$ cat config.mk
export PLATFORM = sky130hd
export DESIGN_NAME = hbeat_watchdog
export DESIGN_NICKNAME = d
export VERILOG_FILES = /design/src/rtl/wdg_pkg.sv /design/src/rtl/wdg_kick_detect.sv /design/src/rtl/wdg_timebase.sv /design/src/rtl/wdg_pulse.sv /design/src/rtl/hbeat_watchdog.sv
export SDC_FILE = /design/constraint.sdc
export NUM_CORES = 1
export LEC_CHECK = 0
export ABC_AREA = 0
export BUFFER_PORTS_ARGS = -buffer_cell sky130_fd_sc_hd__buf_4
export CAP_MARGIN = 10
export CORE_MARGIN = 2
export CORE_UTILIZATION = 48
export CTS_BUF_LIST = sky130_fd_sc_hd__clkbuf_16
export DETAILED_ROUTE_END_ITERATION = 10
export PLACE_DENSITY = 0.7
export SYNTH_ARGS = -nofsm -noshare
export SYNTH_HDL_FRONTEND = slang
export SYNTH_SLANG_ARGS = --single-unit
export TNS_END_PERCENT = 20
$ cat constraint.sdc
create_clock -name clk -period 1.7 [get_ports clk]
set_input_delay 0.085 -clock clk [delete_from_list [all_inputs] [get_ports clk]]
set_output_delay 0.085 -clock clk [all_outputs]
set_load 0.05 [all_outputs]
$ cat src/rtl/wdg_pkg.sv
`timescale 1ns/1ps
package wdg_pkg;
   localparam int unsigned DEF_TIMEOUT_LOG2 = 20;
   localparam int unsigned DEF_PULSE_LEN    = 16;
   localparam int unsigned DEF_SYNC_STAGES  = 2;

   typedef enum logic {
      WD_RUN  = 1'b0,
      WD_FIRE = 1'b1
   } wd_phase_e;

   function automatic int unsigned len_width(input int unsigned n);
      return (n < 2) ? 1 : $clog2(n);
   endfunction
endpackage

$ cat src/rtl/wdg_kick_detect.sv
`timescale 1ns/1ps
module wdg_kick_detect #(
   parameter int unsigned SYNC_STAGES = 2
) (
   input  logic clk,
   input  logic por_n,
   input  logic hb_async,
   output logic kick
);
   localparam int unsigned LAST = SYNC_STAGES - 1;

   logic [SYNC_STAGES-1:0] chain_q;
   logic                   prev_q;

   generate
      if (SYNC_STAGES < 2) begin : g_bad_sync
         $error("wdg_kick_detect: SYNC_STAGES must be at least 2");
      end
   endgenerate

   always_ff @(posedge clk or negedge por_n) begin
      if (!por_n) begin
         chain_q <= '0;
         prev_q  <= 1'b0;
      end else begin
         chain_q <= {chain_q[SYNC_STAGES-2:0], hb_async};
         prev_q  <= chain_q[LAST];
      end
   end

   assign kick = chain_q[LAST] ^ prev_q;


   kick_single_chk: assert property (@(posedge clk) disable iff (!por_n)
      kick |=> (prev_q == $past(chain_q[LAST])));
endmodule

$ cat src/rtl/wdg_timebase.sv
`timescale 1ns/1ps
module wdg_timebase #(
   parameter int unsigned CNT_W = 20
) (
   input  logic             clk,
   input  logic             por_n,
   input  logic             kick,
   input  logic             hold,
   output logic             expire,
   output logic [CNT_W-1:0] count
);
   localparam logic [CNT_W-1:0] CNT_MAX = '1;

   logic [CNT_W-1:0] cnt_q;

   generate
      if (CNT_W < 4 || CNT_W > 31) begin : g_bad_width
         $error("wdg_timebase: CNT_W out of range 4..31");
      end
   endgenerate

   assign expire = !hold && !kick && (cnt_q == CNT_MAX);

   always_ff @(posedge clk or negedge por_n) begin
      if (!por_n) begin
         cnt_q <= '0;
      end else if (hold || kick || expire) begin
         cnt_q <= '0;
      end else begin
         cnt_q <= cnt_q + 1'b1;
      end
   end

   assign count = cnt_q;


   count_step_chk: assert property (@(posedge clk) disable iff (!por_n)
      (!hold && !kick && cnt_q != CNT_MAX) |=> (cnt_q == $past(cnt_q) + 1'b1));

   kick_restart_chk: assert property (@(posedge clk) disable iff (!por_n)
      (kick && !hold) |=> (cnt_q == '0));

   hold_zero_chk: assert property (@(posedge clk) disable iff (!por_n)
      hold |=> (cnt_q == '0));
endmodule

$ cat src/rtl/wdg_pulse.sv
`timescale 1ns/1ps
module wdg_pulse
   import wdg_pkg::*;
#(
   parameter int unsigned PULSE_LEN = 16
) (
   input  logic clk,
   input  logic por_n,
   input  logic fire,
   output logic active,
   output logic clr_strobe
);
   localparam int unsigned PW = len_width(PULSE_LEN);
   localparam logic [PW-1:0] LOAD = PW'(PULSE_LEN - 1);

   wd_phase_e     phase_q;
   logic [PW-1:0] left_q;
   logic          clr_q;

   generate
      if (PULSE_LEN < 1) begin : g_bad_len
         $error("wdg_pulse: PULSE_LEN must be at least 1");
      end
   endgenerate

   always_ff @(posedge clk or negedge por_n) begin
      if (!por_n) begin
         phase_q <= WD_RUN;
         left_q  <= '0;
         clr_q   <= 1'b0;
      end else begin
         clr_q <= 1'b0;
         unique case (phase_q)
            WD_RUN: begin
               if (fire) begin
                  phase_q <= WD_FIRE;
                  left_q  <= LOAD;
                  clr_q   <= 1'b1;
               end
            end
            WD_FIRE: begin
               if (left_q == '0) begin
                  phase_q <= WD_RUN;
               end else begin
                  left_q <= left_q - 1'b1;
               end
            end
            default: phase_q <= WD_RUN;
         endcase
      end
   end

   assign active     = (phase_q == WD_FIRE);
   assign clr_strobe = clr_q;


   fire_start_chk: assert property (@(posedge clk) disable iff (!por_n)
      fire |=> active);

   no_retrigger_chk: assert property (@(posedge clk) disable iff (!por_n)
      active |-> !fire);

   clr_first_chk: assert property (@(posedge clk) disable iff (!por_n)
      $rose(active) |-> clr_strobe);

   clr_only_start_chk: assert property (@(posedge clk) disable iff (!por_n)
      clr_strobe |=> !clr_strobe);
endmodule

$ cat src/rtl/hbeat_watchdog.sv
`timescale 1ns/1ps
module hbeat_watchdog
   import wdg_pkg::*;
#(
   parameter int unsigned TIMEOUT_LOG2 = DEF_TIMEOUT_LOG2,
   parameter int unsigned PULSE_LEN    = DEF_PULSE_LEN,
   parameter int unsigned SYNC_STAGES  = DEF_SYNC_STAGES
) (
   input  logic                    clk,
   input  logic                    por_n,
   input  logic                    heartbeat,
   output logic                    cpu_rst_n,
   output logic                    cnt_clr,
   output logic [TIMEOUT_LOG2-1:0] tb_count
);
   logic kick;
   logic expire;
   logic pulsing;

   wdg_kick_detect #(.SYNC_STAGES(SYNC_STAGES)) u_kick (
      .clk      (clk),
      .por_n    (por_n),
      .hb_async (heartbeat),
      .kick     (kick)
   );

   wdg_timebase #(.CNT_W(TIMEOUT_LOG2)) u_tb (
      .clk    (clk),
      .por_n  (por_n),
      .kick   (kick),
      .hold   (pulsing),
      .expire (expire),
      .count  (tb_count)
   );

   wdg_pulse #(.PULSE_LEN(PULSE_LEN)) u_pulse (
      .clk        (clk),
      .por_n      (por_n),
      .fire       (expire),
      .active     (pulsing),
      .clr_strobe (cnt_clr)
   );

   assign cpu_rst_n = !pulsing;


   por_quiet_chk: assert property (@(posedge clk)
      !por_n |-> (cpu_rst_n && !cnt_clr && tb_count == '0));

   reset_clears_count_chk: assert property (@(posedge clk) disable iff (!por_n)
      !cpu_rst_n |-> (tb_count == '0));
endmodule

==> impl_metrics.sql, run 1 <==
INSERT INTO impl_metrics (metric_group, metric, value, unit) VALUES
('synthesis', 'post-synth-top-area-fraction', '52.54', '%'),
('global_routing', 'grt_usage', '19.87', '%'),
('floorplan', 'core_region_area', '0.002734', 'sq mm'),
('floorplan', 'pin_count', '25', ''),
('synthesis', 'synth.avg_cell_area', '10.01', 'sq um'),
('setup_path', 'worstPathMaxFanout', '6', ''),
('synthesis', 'synth.yosys.seq_area_share', '52.54', '%'),
('finish', 'top_library_cells_by_usage_in_the_layout_fill_and_taps_aside', 'sky130_fd_sc_hd__buf_4, sky130_fd_sc_hd__nor2_1, sky130_fd_sc_hd__dfrtp_2', ''),
('floorplan', 'placementRows', '19', ''),
('global_routing', 'grt_remaining_overflow', '0', ''),
('clocking', 'cts-buffers-inserted', '5', ''),
('synthesis', 'synth.yosys.warnings', '0', ''),
('routing', 'postRouteWirelength', '2.925', 'mm'),
('global_routing', 'grt_first_pass_wirelength', '4.836', 'mm'),
('setup_path', 'required', '1.90', 'ns'),
('routing', 'num_vias', '1127', ''),
('placed_design', 'place_congestion', '0.7993', ''),
('pwr', 'vdd_drop_max', '0.8460', 'mV'),
('floorplan', 'fp.dieW', '57.65', 'microns'),
('routing', 'post-route-drc-count', '0', ''),
('clocking', 'tritoncts_clock_tree', 'yes', ''),
('routing', 'ant_nets', '0', ''),
('setup_path', 'cp_data_arrival_time', '1.83', 'ns'),
('floorplan', 'floorplan.initialDensity', '50.53', '%'),
('clocking', 'htree_num_levels', '2', ''),
('sta', 'final_min_period', '1.626', 'ns'),
('global_routing', 'grt_max_degree', '30', ''),
('sta', 'max-slew-margin-rel', '68.62', '%'),
('pwr', 'cellPowerDensity', '930.5', 'mW/mm^2'),
('finish', 'drive_above_1_share', '31.79', '%'),
('routing', 'wl_per_cell', '14.34', 'microns'),
('outcome', 'run_status', 'finished clean', ''),
('pwr', 'reported_net_switching_power', '0.4017', 'mW'),
('clocking', 'cts_num_sinks', '29', ''),
('sta', 'setup-violations-final', '0', ''),
('pwr', 'power.sequential.fraction', '43.5', '%'),
('pwr', 'internal_power', '1.275', 'mW'),
('pwr', 'clock_power_share', '48.8', '%'),
('synthesis', 'synth.top_cells.by_area', 'sky130_fd_sc_hd__dfrtp_1, sky130_fd_sc_hd__xnor2_1, sky130_fd_sc_hd__nor2_1, sky130_fd_sc_hd__xor2_1, sky130_fd_sc_hd__nand4_1', ''),
('synthesis', 'postSynthRegisterBits', '29', ''),
('synthesis', 'synth.largest_area_cell', 'sky130_fd_sc_hd__dfrtp_1', ''),
('sta', 'maxSlewViolCount', '0', ''),
('setup_path', 'setup.worst_path.class', 'reg2reg', ''),
('finish', 'insertedDiodeCount', '0', ''),
('routing', 'drtIter0Drc', '45', ''),
('sta', 'clock_skew', '0.002693', 'ns'),
('pwr', 'pwr-share-comb', '7.6', '%'),
('global_routing', 'initial_antenna_violation_count', '0', ''),
('finish', 'nets', '178', ''),
('sta', 'max_slew.worst_pin.slew', '0.4707', 'ns'),
('setup_path', 'setup.worst_path.end_class', 'flip-flop', ''),
('placed_design', 'detailed_place_hpwl', '2.009', 'mm'),
('synthesis', 'yosys.cell_types.count', '25', ''),
('finish', 'layout_commonest_cell', 'sky130_fd_sc_hd__buf_4', ''),
('setup_path', 'crit_path_start_kind', 'flip-flop', ''),
('clocking', 'worst_skew_pair.late_latency', '0.27', 'ns'),
('placed_design', 'number_of_port_buffers', '24', ''),
('global_routing', 'grt_pass1_vias', '1105', ''),
('sta', 'unrepaired_setup_endpoints_after_global_routing', 'no', ''),
('pwr', 'leakage', '0.7661', 'nW'),
('synthesis', 'synth_fp_nets', '144', ''),
('clocking', 'cts-root-to-sink-buffers', '2', ''),
('run', 'timing.max_cap.violations', '0', ''),
('finish', 'layout.cell_area.non_filler', '0.001802', 'sq mm'),
('synthesis', 'mapped_area', '0.001381', 'sq mm'),
('routing', 'detail_route.vias_per_cell', '5.525', ''),
('clocking', 'clock_tree.root_cell', 'sky130_fd_sc_hd__clkbuf_16', ''),
('floorplan', 'die_area', '0.003323', 'sq mm'),
('clocking', 'clkTransAtPathRegs', '0.05', 'ns'),
('worst_hold_path', 'timing.hold.worst.class', 'in2async', ''),
('sta', 'fin_setup_tns', '0', 'ns'),
('clocking', 'post_cts_buffers', '0', ''),
('finish', 'area_growth_syn_to_layout', '30.43', '%'),
('floorplan', 'chipHeight', '57.65', 'microns'),
('placed_design', 'postPlaceCellArea', '0.001629', 'sq mm'),
('sta', 'max_freq', '615.1', 'MHz'),
('synthesis', 'synthesis.instances', '138', ''),
('routing', 'drt_pre_antenna_iters', '6', ''),
('sta', 'finalHoldViolations', '0', ''),
('pwr', 'switching_share', '23.96', '%'),
('sta', 'timing.final.crit_share', '95.63', '%');
-- timing repair --
item	CTS	global route
hold endpoints to repair	30	0
hold buffers	2	0
gates resized for setup	0	3
endpoints found under the setup margin	0	24
-- cells by family after synthesis --
group | synth area share [%]
and+or+nand+nor | 24.55
adders and majority gates | 2.718
buffers and inverters | 2.536
AOI/OAI and AO/OA | 6.250
xor gates and xnor gates | 11.41
DFF | 52.54
-- final timing paths --
kind                                        startpoint                          end  slack (ns)  cells past startpoint
min in group clk           u_kick.chain_q[0]$_DFF_PN0_  u_kick.chain_q[1]$_DFF_PN0_        0.36                      0
setup / recovery               u_tb.count[7]$_DFF_PN0_     u_tb.count[17]$_DFF_PN0_        0.07                      4
max in group asynchronous                        por_n      u_tb.count[1]$_DFF_PN0_        1.14                      2
setup reg to reg               u_tb.count[7]$_DFF_PN0_     u_tb.count[17]$_DFF_PN0_        0.07                      4
hold / removal                                   por_n     u_tb.count[15]$_DFF_PN0_        0.27                      2
hold reg to reg            u_kick.chain_q[0]$_DFF_PN0_  u_kick.chain_q[1]$_DFF_PN0_        0.36                      0
-- synthesized netlist by cell type --
| cell | instances |
|---|---|
| sky130_fd_sc_hd__a21oi_1 | 6 |
| sky130_fd_sc_hd__a22oi_1 | 2 |
| sky130_fd_sc_hd__a31o_2 | 2 |
| sky130_fd_sc_hd__a32oi_1 | 1 |
| sky130_fd_sc_hd__and2_1 | 1 |
| sky130_fd_sc_hd__and3_1 | 3 |
| sky130_fd_sc_hd__and4_1 | 1 |
| sky130_fd_sc_hd__buf_2 | 1 |
| sky130_fd_sc_hd__dfrtp_1 | 29 |
| sky130_fd_sc_hd__ha_1 | 3 |
| sky130_fd_sc_hd__inv_1 | 8 |
| sky130_fd_sc_hd__nand2_1 | 3 |
| sky130_fd_sc_hd__nand2b_1 | 1 |
| sky130_fd_sc_hd__nand3_1 | 7 |
| sky130_fd_sc_hd__nand3_2 | 2 |
| sky130_fd_sc_hd__nand4_1 | 8 |
| sky130_fd_sc_hd__nor2_1 | 26 |
| sky130_fd_sc_hd__nor3_1 | 4 |
| sky130_fd_sc_hd__nor4_1 | 5 |
| sky130_fd_sc_hd__o31ai_1 | 2 |
| sky130_fd_sc_hd__or2_2 | 2 |
| sky130_fd_sc_hd__or3_1 | 1 |
| sky130_fd_sc_hd__or4_1 | 2 |
| sky130_fd_sc_hd__xnor2_1 | 12 |
| sky130_fd_sc_hd__xor2_1 | 6 |
-- power by group through the flow --
| stage | sequential, mW | clock, mW | combinational [mW] |
|---|---|---|---|
| floorplan | 0.777 | 0 | 0.0379 |
| global placement | 0.737 | 0 | 0.123 |
| detailed placement | 0.740 | 0 | 0.124 |
| CTS | 0.729 | 0.831 | 0.128 |
| global route | 0.732 | 0.868 | 0.140 |
| finish | 0.730 | 0.819 | 0.128 |
-- flip-flops by register name, summed over array words and instances, names as in the netlist --
name and count:
u_pulse.active 1, u_pulse.clr_strobe 1, u_pulse.left_q 4, u_tb.count 20
u_kick.prev_q 1, u_kick.chain_q 2
-- layout make-up --
class,count,area [sq um]
fill,220,932.1
sequential,29,744.5
multi-input combinational,100,635.6
tap,31,38.79
clock buffer,5,125.1
inverter,8,30.03
clock inverter,3,12.51
timing repair buffer,28,215.2
-- worst max-delay path, cell delays in order (launching register included) --
cell and delay [ns]:
sky130_fd_sc_hd__dfrtp_2 0.42, sky130_fd_sc_hd__nand3_2 0.10, sky130_fd_sc_hd__or3_1 0.39, sky130_fd_sc_hd__or4_1 0.50, sky130_fd_sc_hd__a21oi_1 0.15
-- stage by stage --
step	hold slack [ns]	util [%]	worst slack, ns	instances	total power, mW
finish	0.2654	65.90	0.07435	204	1.677
global route	0.3117	65.90	0.01694	204	1.741
CTS	0.2868	65.35	0.01129	204	1.688
detailed placement	0.02731	59.59	0.01639	194	0.8640
global placement	0.02640	59.59	0.09853	194	0.8595
floorplan	-0.2106	-	-0.01716	138	0.8149
-- routing by layer --
metal	global-route usage, %	wire [microns]	part of all wire, %
met1	24.38	1351	46
met2	29.87	1368	47
met3	8.259	140	4.8
met4	10.63	65	2.2
met5	0	0	0
Power figures use the tool's default switching activity.
==> inputs of run 2 (changes only) <==
--- a/config.mk
+++ b/config.mk
@@ -10,3 +10,2 @@
 export CAP_MARGIN = 10
-export CORE_MARGIN = 2
 export CORE_UTILIZATION = 48
@@ -14,2 +13,3 @@
 export DETAILED_ROUTE_END_ITERATION = 10
+export MAX_ROUTING_LAYER = met4
 export PLACE_DENSITY = 0.7
==> constraint.sdc (replaced) <==
create_clock -name clk -period 1.7 [get_ports clk]
set_input_delay 0.17 -clock clk [delete_from_list [all_inputs] [get_ports clk]]
set_output_delay 0.17 -clock clk [all_outputs]
set_load 0.05 [all_outputs]
==> run 2 against run 1 <==
Against the previous run: fmax grew 1.4%; largest cell class unchanged; power grew 8.9%; utilization grew 1.4 points.
==> impl_metrics.sql, run 2 (synthesized netlist as in run 1, its figures left out) <==
INSERT INTO impl_metrics (metric_group, metric, value, unit) VALUES
('outcome', 'run_status', 'finished clean', ''),
('pwr', 'totalPowerFinal', '1.827', 'mW'),
('sta', 'unrepaired_setup_endpoints_after_global_routing', 'yes', ''),
('sta', 'max_slew.worst_pin.slew', '0.4590', 'ns'),
('routing', 'wl_per_cell', '13.91', 'microns'),
('setup_path', 'rrSetupSlack', '0.1', 'ns'),
('clocking', 'cts_num_sinks', '29', ''),
('sta', 'max-slew-margin-rel', '69.40', '%'),
('pwr', 'vdd_drop_max', '0.7863', 'mV'),
('clocking', 'clock_tree.root_cell', 'sky130_fd_sc_hd__clkbuf_16', ''),
('routing', 'num_vias', '1132', ''),
('sta', 'max_freq', '623.7', 'MHz'),
('finish', 'area_growth_syn_to_layout', '33.24', '%'),
('pwr', 'reported_net_switching_power', '0.3990', 'mW'),
('setup_path', 'path_cells', 'nand3_2 > or3_1 > or4_1 > a21oi_1', ''),
('floorplan', 'floorplan.initialDensity', '50.53', '%'),
('placed_design', 'number_of_port_buffers', '24', ''),
('global_routing', 'grt_max_degree', '30', ''),
('global_routing', 'grt_usage', '21.90', '%'),
('setup_path', 'cp_slowest_stage_delay', '0.48', 'ns'),
('setup_path', 'setup.worst_path.end_class', 'flip-flop', ''),
('setup_path', 'r2r_end', 'u_tb.count[17]$_DFF_PN0_', ''),
('setup_path', 'setup.worst_path.start', 'u_tb.count[7]$_DFF_PN0_', ''),
('floorplan', 'pin_count', '25', ''),
('floorplan', 'placementRows', '19', ''),
('clocking', 'worst_skew_pair.late_latency', '0.27', 'ns'),
('finish', 'nets', '180', ''),
('setup_path', 'setup.worst_path.end', 'u_tb.count[17]$_DFF_PN0_', ''),
('clocking', 'tritoncts_clock_tree', 'yes', ''),
('routing', 'ant_nets', '0', ''),
('pwr', 'power.sequential.fraction', '39.9', '%'),
('global_routing', 'initial_antenna_violation_count', '0', ''),
('setup_path', 'required', '1.90', 'ns'),
('global_routing', 'grt_first_pass_wirelength', '4.981', 'mm'),
('clocking', 'clkTransAtPathRegs', '0.05', 'ns'),
('sta', 'final_min_period', '1.603', 'ns'),
('routing', 'drt_pre_antenna_iters', '4', ''),
('sta', 'timing.final.crit_share', '94.31', '%'),
('routing', 'postRouteWirelength', '2.866', 'mm'),
('setup_path', 'setup.worst_path.class', 'reg2reg', ''),
('routing', 'drtIter0Drc', '49', ''),
('setup_path', 'crit_path_start_kind', 'flip-flop', ''),
('setup_path', 'timing.critical_path.slowest_stage_cell', 'sky130_fd_sc_hd__or4_1', ''),
('global_routing', 'grt_remaining_overflow', '0', ''),
('floorplan', 'die_area', '0.003096', 'sq mm'),
('placed_design', 'place_congestion', '0.8879', ''),
('finish', 'drive_above_1_share', '32.00', '%'),
('finish', 'top_library_cells_by_usage_in_the_layout_fill_and_taps_aside', 'sky130_fd_sc_hd__buf_4, sky130_fd_sc_hd__nor2_1, sky130_fd_sc_hd__dfrtp_2', ''),
('finish', 'fill_cells', '194', ''),
('clocking', 'htree_num_levels', '2', ''),
('floorplan', 'core_region_area', '0.002734', 'sq mm'),
('clocking', 'cts-buffers-inserted', '5', ''),
('clocking', 'cts-root-to-sink-buffers', '2', ''),
('worst_hold_path', 'timing.hold.worst.class', 'in2async', ''),
('sta', 'maxSlewViolCount', '0', ''),
('run', 'timing.max_cap.violations', '0', ''),
('sta', 'worst_hold_slack', '0.3455', 'ns'),
('pwr', 'switching_share', '21.84', '%'),
('finish', 'insertedDiodeCount', '0', ''),
('pwr', 'pwr-share-comb', '7.0', '%'),
('floorplan', 'fp.dieW', '55.65', 'microns'),
('sta', 'finalHoldViolations', '0', ''),
('pwr', 'clock_power_share', '53.1', '%'),
('floorplan', 'chipHeight', '55.65', 'microns'),
('routing', 'post-route-drc-count', '0', ''),
('routing', 'detail_route.vias_per_cell', '5.495', ''),
('setup_path', 'worstPathMaxFanout', '6', ''),
('setup_path', 'depth_of_the_worst_register_to_register_path', '4', ''),
('pwr', 'cellPowerDensity', '992.4', 'mW/mm^2'),
('pwr', 'internal_power', '1.428', 'mW'),
('global_routing', 'grt_pass1_vias', '1081', ''),
('setup_path', 'beginning_of_the_worst_register_to_register_path', 'u_tb.count[7]$_DFF_PN0_', ''),
('pwr', 'leakage', '0.7913', 'nW'),
('finish', 'largest_reg_flops', '20', ''),
('sta', 'setup-violations-final', '0', ''),
('placed_design', 'detailed_place_hpwl', '1.965', 'mm'),
('finish', 'layout_commonest_cell', 'sky130_fd_sc_hd__buf_4', ''),
('sta', 'clock_skew', '0.003506', 'ns'),
('setup_path', 'cp_data_arrival_time', '1.80', 'ns');
run 2: layout make-up:
type	instances	area [sq um]	area share (%)
inverter	8	30.03	1.632
clock buffer	5	125.1	6.798
multi-input combinational	100	634.4	34.47
clock inverter	3	37.54	2.039
tap	31	38.79	2.107
sequential	29	744.5	40.45
timing repair buffer	30	230.2	12.51
run 2: how the worst min path moves through the flow:
stage,start,to,slack [ns],cells past startpoint
final,por_n,u_tb.count[15]$_DFF_PN0_,0.35,2
after global routing,u_kick.chain_q[0]$_DFF_PN0_,u_kick.chain_q[1]$_DFF_PN0_,0.37,0
after CTS,u_kick.chain_q[0]$_DFF_PN0_,u_kick.chain_q[1]$_DFF_PN0_,0.35,0
after detailed placement,por_n,u_tb.count[15]$_DFF_PN0_,0.12,1
after global placement,por_n,u_tb.count[15]$_DFF_PN0_,0.11,1
after floorplan,por_n,u_kick.chain_q[0]$_DFF_PN0_,-0.13,0
run 2: through the flow:
stage | cells | utilization (%) | worst slack, ns | cell area [sq um] | TNS [ns]
floorplan | 138 | - | -0.01716 | 1400 | -0.01716
global placement | 195 | 59.86 | 0.1430 | 1637 | 0
detailed placement | 195 | 59.86 | 0.08329 | 1637 | 0
CTS | 205 | 66.54 | 0.06685 | 1819 | 0
global route | 206 | 67.32 | -0.006948 | 1841 | -0.01260
finish | 206 | 67.32 | 0.09667 | 1841 | 0
run 2: critical path: cells and delay by family, from the launching register on:
family	cells	cell delay, ns
and+or+nand+nor	3	0.95
AOI/OAI and AO/OA	1	0.16
DFF	1	0.42
run 2: timing repair:
item,in CTS,in global routing
hold endpoints to repair,30,0
gates resized for setup,0,2
buffers inserted,0,1
hold buffers,2,0
endpoints found under the setup margin,0,21
run 2: layer usage:
metal | wire length [microns] | up-vias | GRT usage [%]
li1 | - | 561 | -
met1 | 1332 | 530 | 29.15
met2 | 1296 | 35 | 30.46
met3 | 182 | 6 | 7.442
met4 | 55 | 0 | 9.643
met5 | 0 | - | -
run 2: power groups by stage:
| stage | combinational [mW] | sequential [mW] | clock, mW |
|---|---|---|---|
| global placement | 0.123 | 0.737 | 0 |
| global route | 0.140 | 0.731 | 1.02 |
| floorplan | 0.0379 | 0.777 | 0 |
| detailed placement | 0.124 | 0.738 | 0 |
| CTS | 0.128 | 0.728 | 0.981 |
| finish | 0.128 | 0.728 | 0.970 |
==> inputs of run 3 (changes only) <==
- CORE_UTILIZATION: 48 -> 54
- PLACE_DENSITY: 0.7 -> 0.78
==> run 3 against run 2 <==
Against the previous run: die area fell by 11%; power fell by 8.9%; register-to-register slack barely moved; clock power fell by 17%; global-route usage rose by 5.2 points; clock-buffer cell count did not move; utilization rose by 11 points; largest cell class unchanged; fmax fell by 0.90%; non-clock buffer count did not move; sequential power barely moved; critical path depth did not move; sequential share of layout area rose by 0.50 points.
==> impl_metrics.sql, run 3 (synthesized netlist as in run 1, its figures left out) <==
INSERT INTO impl_metrics (metric_group, metric, value, unit) VALUES
('pwr', 'leakage', '0.7767', 'nW'),
('sta', 'final_min_period', '1.618', 'ns'),
('sta', 'postLayoutSetupSlackWorst', '0.08216', 'ns'),
('sta', 'finalHoldViolations', '0', ''),
('worst_hold_path', 'timing.hold.worst.class', 'in2reg', ''),
('global_routing', 'grt_max_degree', '30', ''),
('routing', 'drt-met1-wl', '1.316', 'mm'),
('outcome', 'run_status', 'finished clean', ''),
('global_routing', 'grt_usage', '27.13', '%'),
('finish', 'largest_reg_flops', '20', ''),
('sta', 'max-slew-margin-rel', '67.69', '%'),
('pwr', 'cellPowerDensity', '915.2', 'mW/mm^2'),
('finish', 'layoutNonFillerInstCount', '203', ''),
('floorplan', 'floorplan.initialDensity', '59.58', '%'),
('sta', 'worst_hold_slack', '0.01055', 'ns'),
('sta', 'setup-violations-final', '0', ''),
('pwr', 'totalPowerFinal', '1.664', 'mW'),
('sta', 'max_slew.worst_pin.slew', '0.4847', 'ns'),
('routing', 'ant_nets', '0', ''),
('placed_design', 'number_of_port_buffers', '24', ''),
('clocking', 'cts-buffers-inserted', '5', ''),
('global_routing', 'initial_antenna_violation_count', '0', ''),
('setup_path', 'path_cells', 'nand3_2 > or3_1 > or4_1 > a21oi_1', ''),
('routing', 'dr_wl_met2', '1.559', 'mm'),
('floorplan', 'placementRows', '17', ''),
('setup_path', 'worstPathMaxFanout', '6', ''),
('routing', 'detail_route.vias_per_cell', '5.729', ''),
('setup_path', 'cp_slowest_stage_delay', '0.48', 'ns'),
('finish', 'nets', '180', ''),
('clocking', 'cts_num_sinks', '29', ''),
('run', 'timing.max_cap.violations', '0', ''),
('floorplan', 'chipHeight', '52.58', 'microns'),
('pwr', 'vdd_drop_max', '0.7518', 'mV'),
('setup_path', 'crit_path_start_kind', 'flip-flop', ''),
('routing', 'topRoutingLayerUsed', 'met4', ''),
('finish', 'top_library_cells_by_usage_in_the_layout_fill_and_taps_aside', 'sky130_fd_sc_hd__buf_4, sky130_fd_sc_hd__nor2_1, sky130_fd_sc_hd__dfrtp_2', ''),
('clocking', 'clock_tree.root_cell', 'sky130_fd_sc_hd__clkbuf_16', ''),
('placed_design', 'detailed_place_hpwl', '2.046', 'mm'),
('floorplan', 'pin_count', '25', ''),
('sta', 'max_freq', '618.1', 'MHz'),
('sta', 'clock_skew', '0.002347', 'ns'),
('global_routing', 'grt_pass1_vias', '1168', ''),
('sta', 'timing.final.crit_share', '95.17', '%'),
('routing', 'wl_per_cell', '15.14', 'microns'),
('routing', 'drt_pre_antenna_iters', '4', ''),
('setup_path', 'cp_data_arrival_time', '1.81', 'ns'),
('placed_design', 'placement.setup.worst_slack', '-0.02846', 'ns'),
('routing', 'wl_met3', '151', 'microns'),
('finish', 'area_growth_syn_to_layout', '31.61', '%'),
('clocking', 'tritoncts_clock_tree', 'yes', ''),
('routing', 'postRouteWirelength', '3.073', 'mm'),
('routing', 'post-route-drc-count', '0', ''),
('setup_path', 'required', '1.89', 'ns'),
('floorplan', 'core_region_area', '0.002318', 'sq mm'),
('sta', 'unrepaired_setup_endpoints_after_global_routing', 'no', ''),
('sta', 'maxSlewViolCount', '0', ''),
('clocking', 'worst_skew_pair.late_latency', '0.27', 'ns'),
('finish', 'drive_above_1_share', '33.71', '%'),
('setup_path', 'timing.critical_path.slowest_stage_cell', 'sky130_fd_sc_hd__or4_1', ''),
('routing', 'num_vias', '1163', ''),
('setup_path', 'setup.worst_path.class', 'reg2reg', ''),
('placed_design', 'place_inst', '191', ''),
('placed_design', 'place_congestion', '0.7788', ''),
('global_routing', 'grt_first_pass_wirelength', '5.023', 'mm'),
('clocking', 'cts-root-to-sink-buffers', '2', ''),
('floorplan', 'die_area', '0.002764', 'sq mm'),
('floorplan', 'fp.dieW', '52.58', 'microns'),
('clocking', 'htree_num_levels', '2', ''),
('setup_path', 'setup.worst_path.end_class', 'flip-flop', ''),
('finish', 'insertedDiodeCount', '0', ''),
('clocking', 'clkTransAtPathRegs', '0.05', 'ns'),
('routing', 'drtIter0Drc', '30', ''),
('finish', 'layout_commonest_cell', 'sky130_fd_sc_hd__buf_4', ''),
('global_routing', 'grt_remaining_overflow', '0', '');
## run 3: final timing paths
| path | slack (ns) | depth (start not counted) | to | from |
|---|---|---|---|---|
| min in group asynchronous | 0.35 | 2 | u_tb.count[12]$_DFF_PN0_ | por_n |
| worst min register to register | 0.36 | 0 | u_kick.chain_q[1]$_DFF_PN0_ | u_kick.chain_q[0]$_DFF_PN0_ |
| worst max register to register | 0.08 | 4 | u_tb.count[17]$_DFF_PN0_ | u_tb.count[7]$_DFF_PN0_ |
| worst max-delay path | 0.08 | 4 | u_tb.count[17]$_DFF_PN0_ | u_tb.count[7]$_DFF_PN0_ |
| worst min-delay path | 0.01 | 1 | u_kick.chain_q[0]$_DFF_PN0_ | heartbeat |
| max in group asynchronous | 1.05 | 2 | u_tb.count[2]$_DFF_PN0_ | por_n |
## run 3: critical path: cells and delay by family, from the launching register on
family / cells / cell delay [ns]
simple gates: 3 / 0.96
flops: 1 / 0.42
compound gates: 1 / 0.15
## run 3: report_power, final
| part | internal [mW] | leakage, nW | total (mW) | switching, mW |
|---|---|---|---|---|
| Clock | 0.526 | 0.0687 | 0.806 | 0.280 |
| Combinational | 0.0392 | 0.337 | 0.128 | 0.0883 |
| Sequential | 0.709 | 0.371 | 0.730 | 0.0207 |
| Total | 1.27 | 0.777 | 1.66 | 0.389 |
## run 3: metrics by stage
stage	utilization [%]	instance area, sq um	TNS, ns
after floorplan	-	1400	-0.01716
after global placement	70.10	1625	0
after detailed placement	70.10	1625	-0.04352
after CTS	76.69	1778	0
after global routing	78.41	1818	0
final	78.41	1818	0
## run 3: layout make-up
cell class | count | area (sq um)
multi-input cells | 100 | 643.1
well taps | 28 | 35.03
fillers | 152 | 500.5
flip-flops and latches | 29 | 744.5
inverters | 8 | 30.03
repair buffers | 30 | 227.7
clock inverters | 3 | 12.51
clock buffers | 5 | 125.1
## run 3: per-layer routing
metal	GRT usage [%]	vias up
met3	6.377	6
met1	31.88	557
met4	12.72	0
met5	-	-
met2	43.88	42
li1	-	558
## run 3: timing repair
| action | 4_1_cts | 5_1_grt |
|---|---|---|
| resized for setup | 1 | 3 |
| hold buffers | 1 | 0 |
| hold endpoints to repair | 29 | 0 |
| setup buffers | 0 | 3 |
| pin swaps | 0 | 1 |
| endpoints found under the setup margin | 4 | 20 |
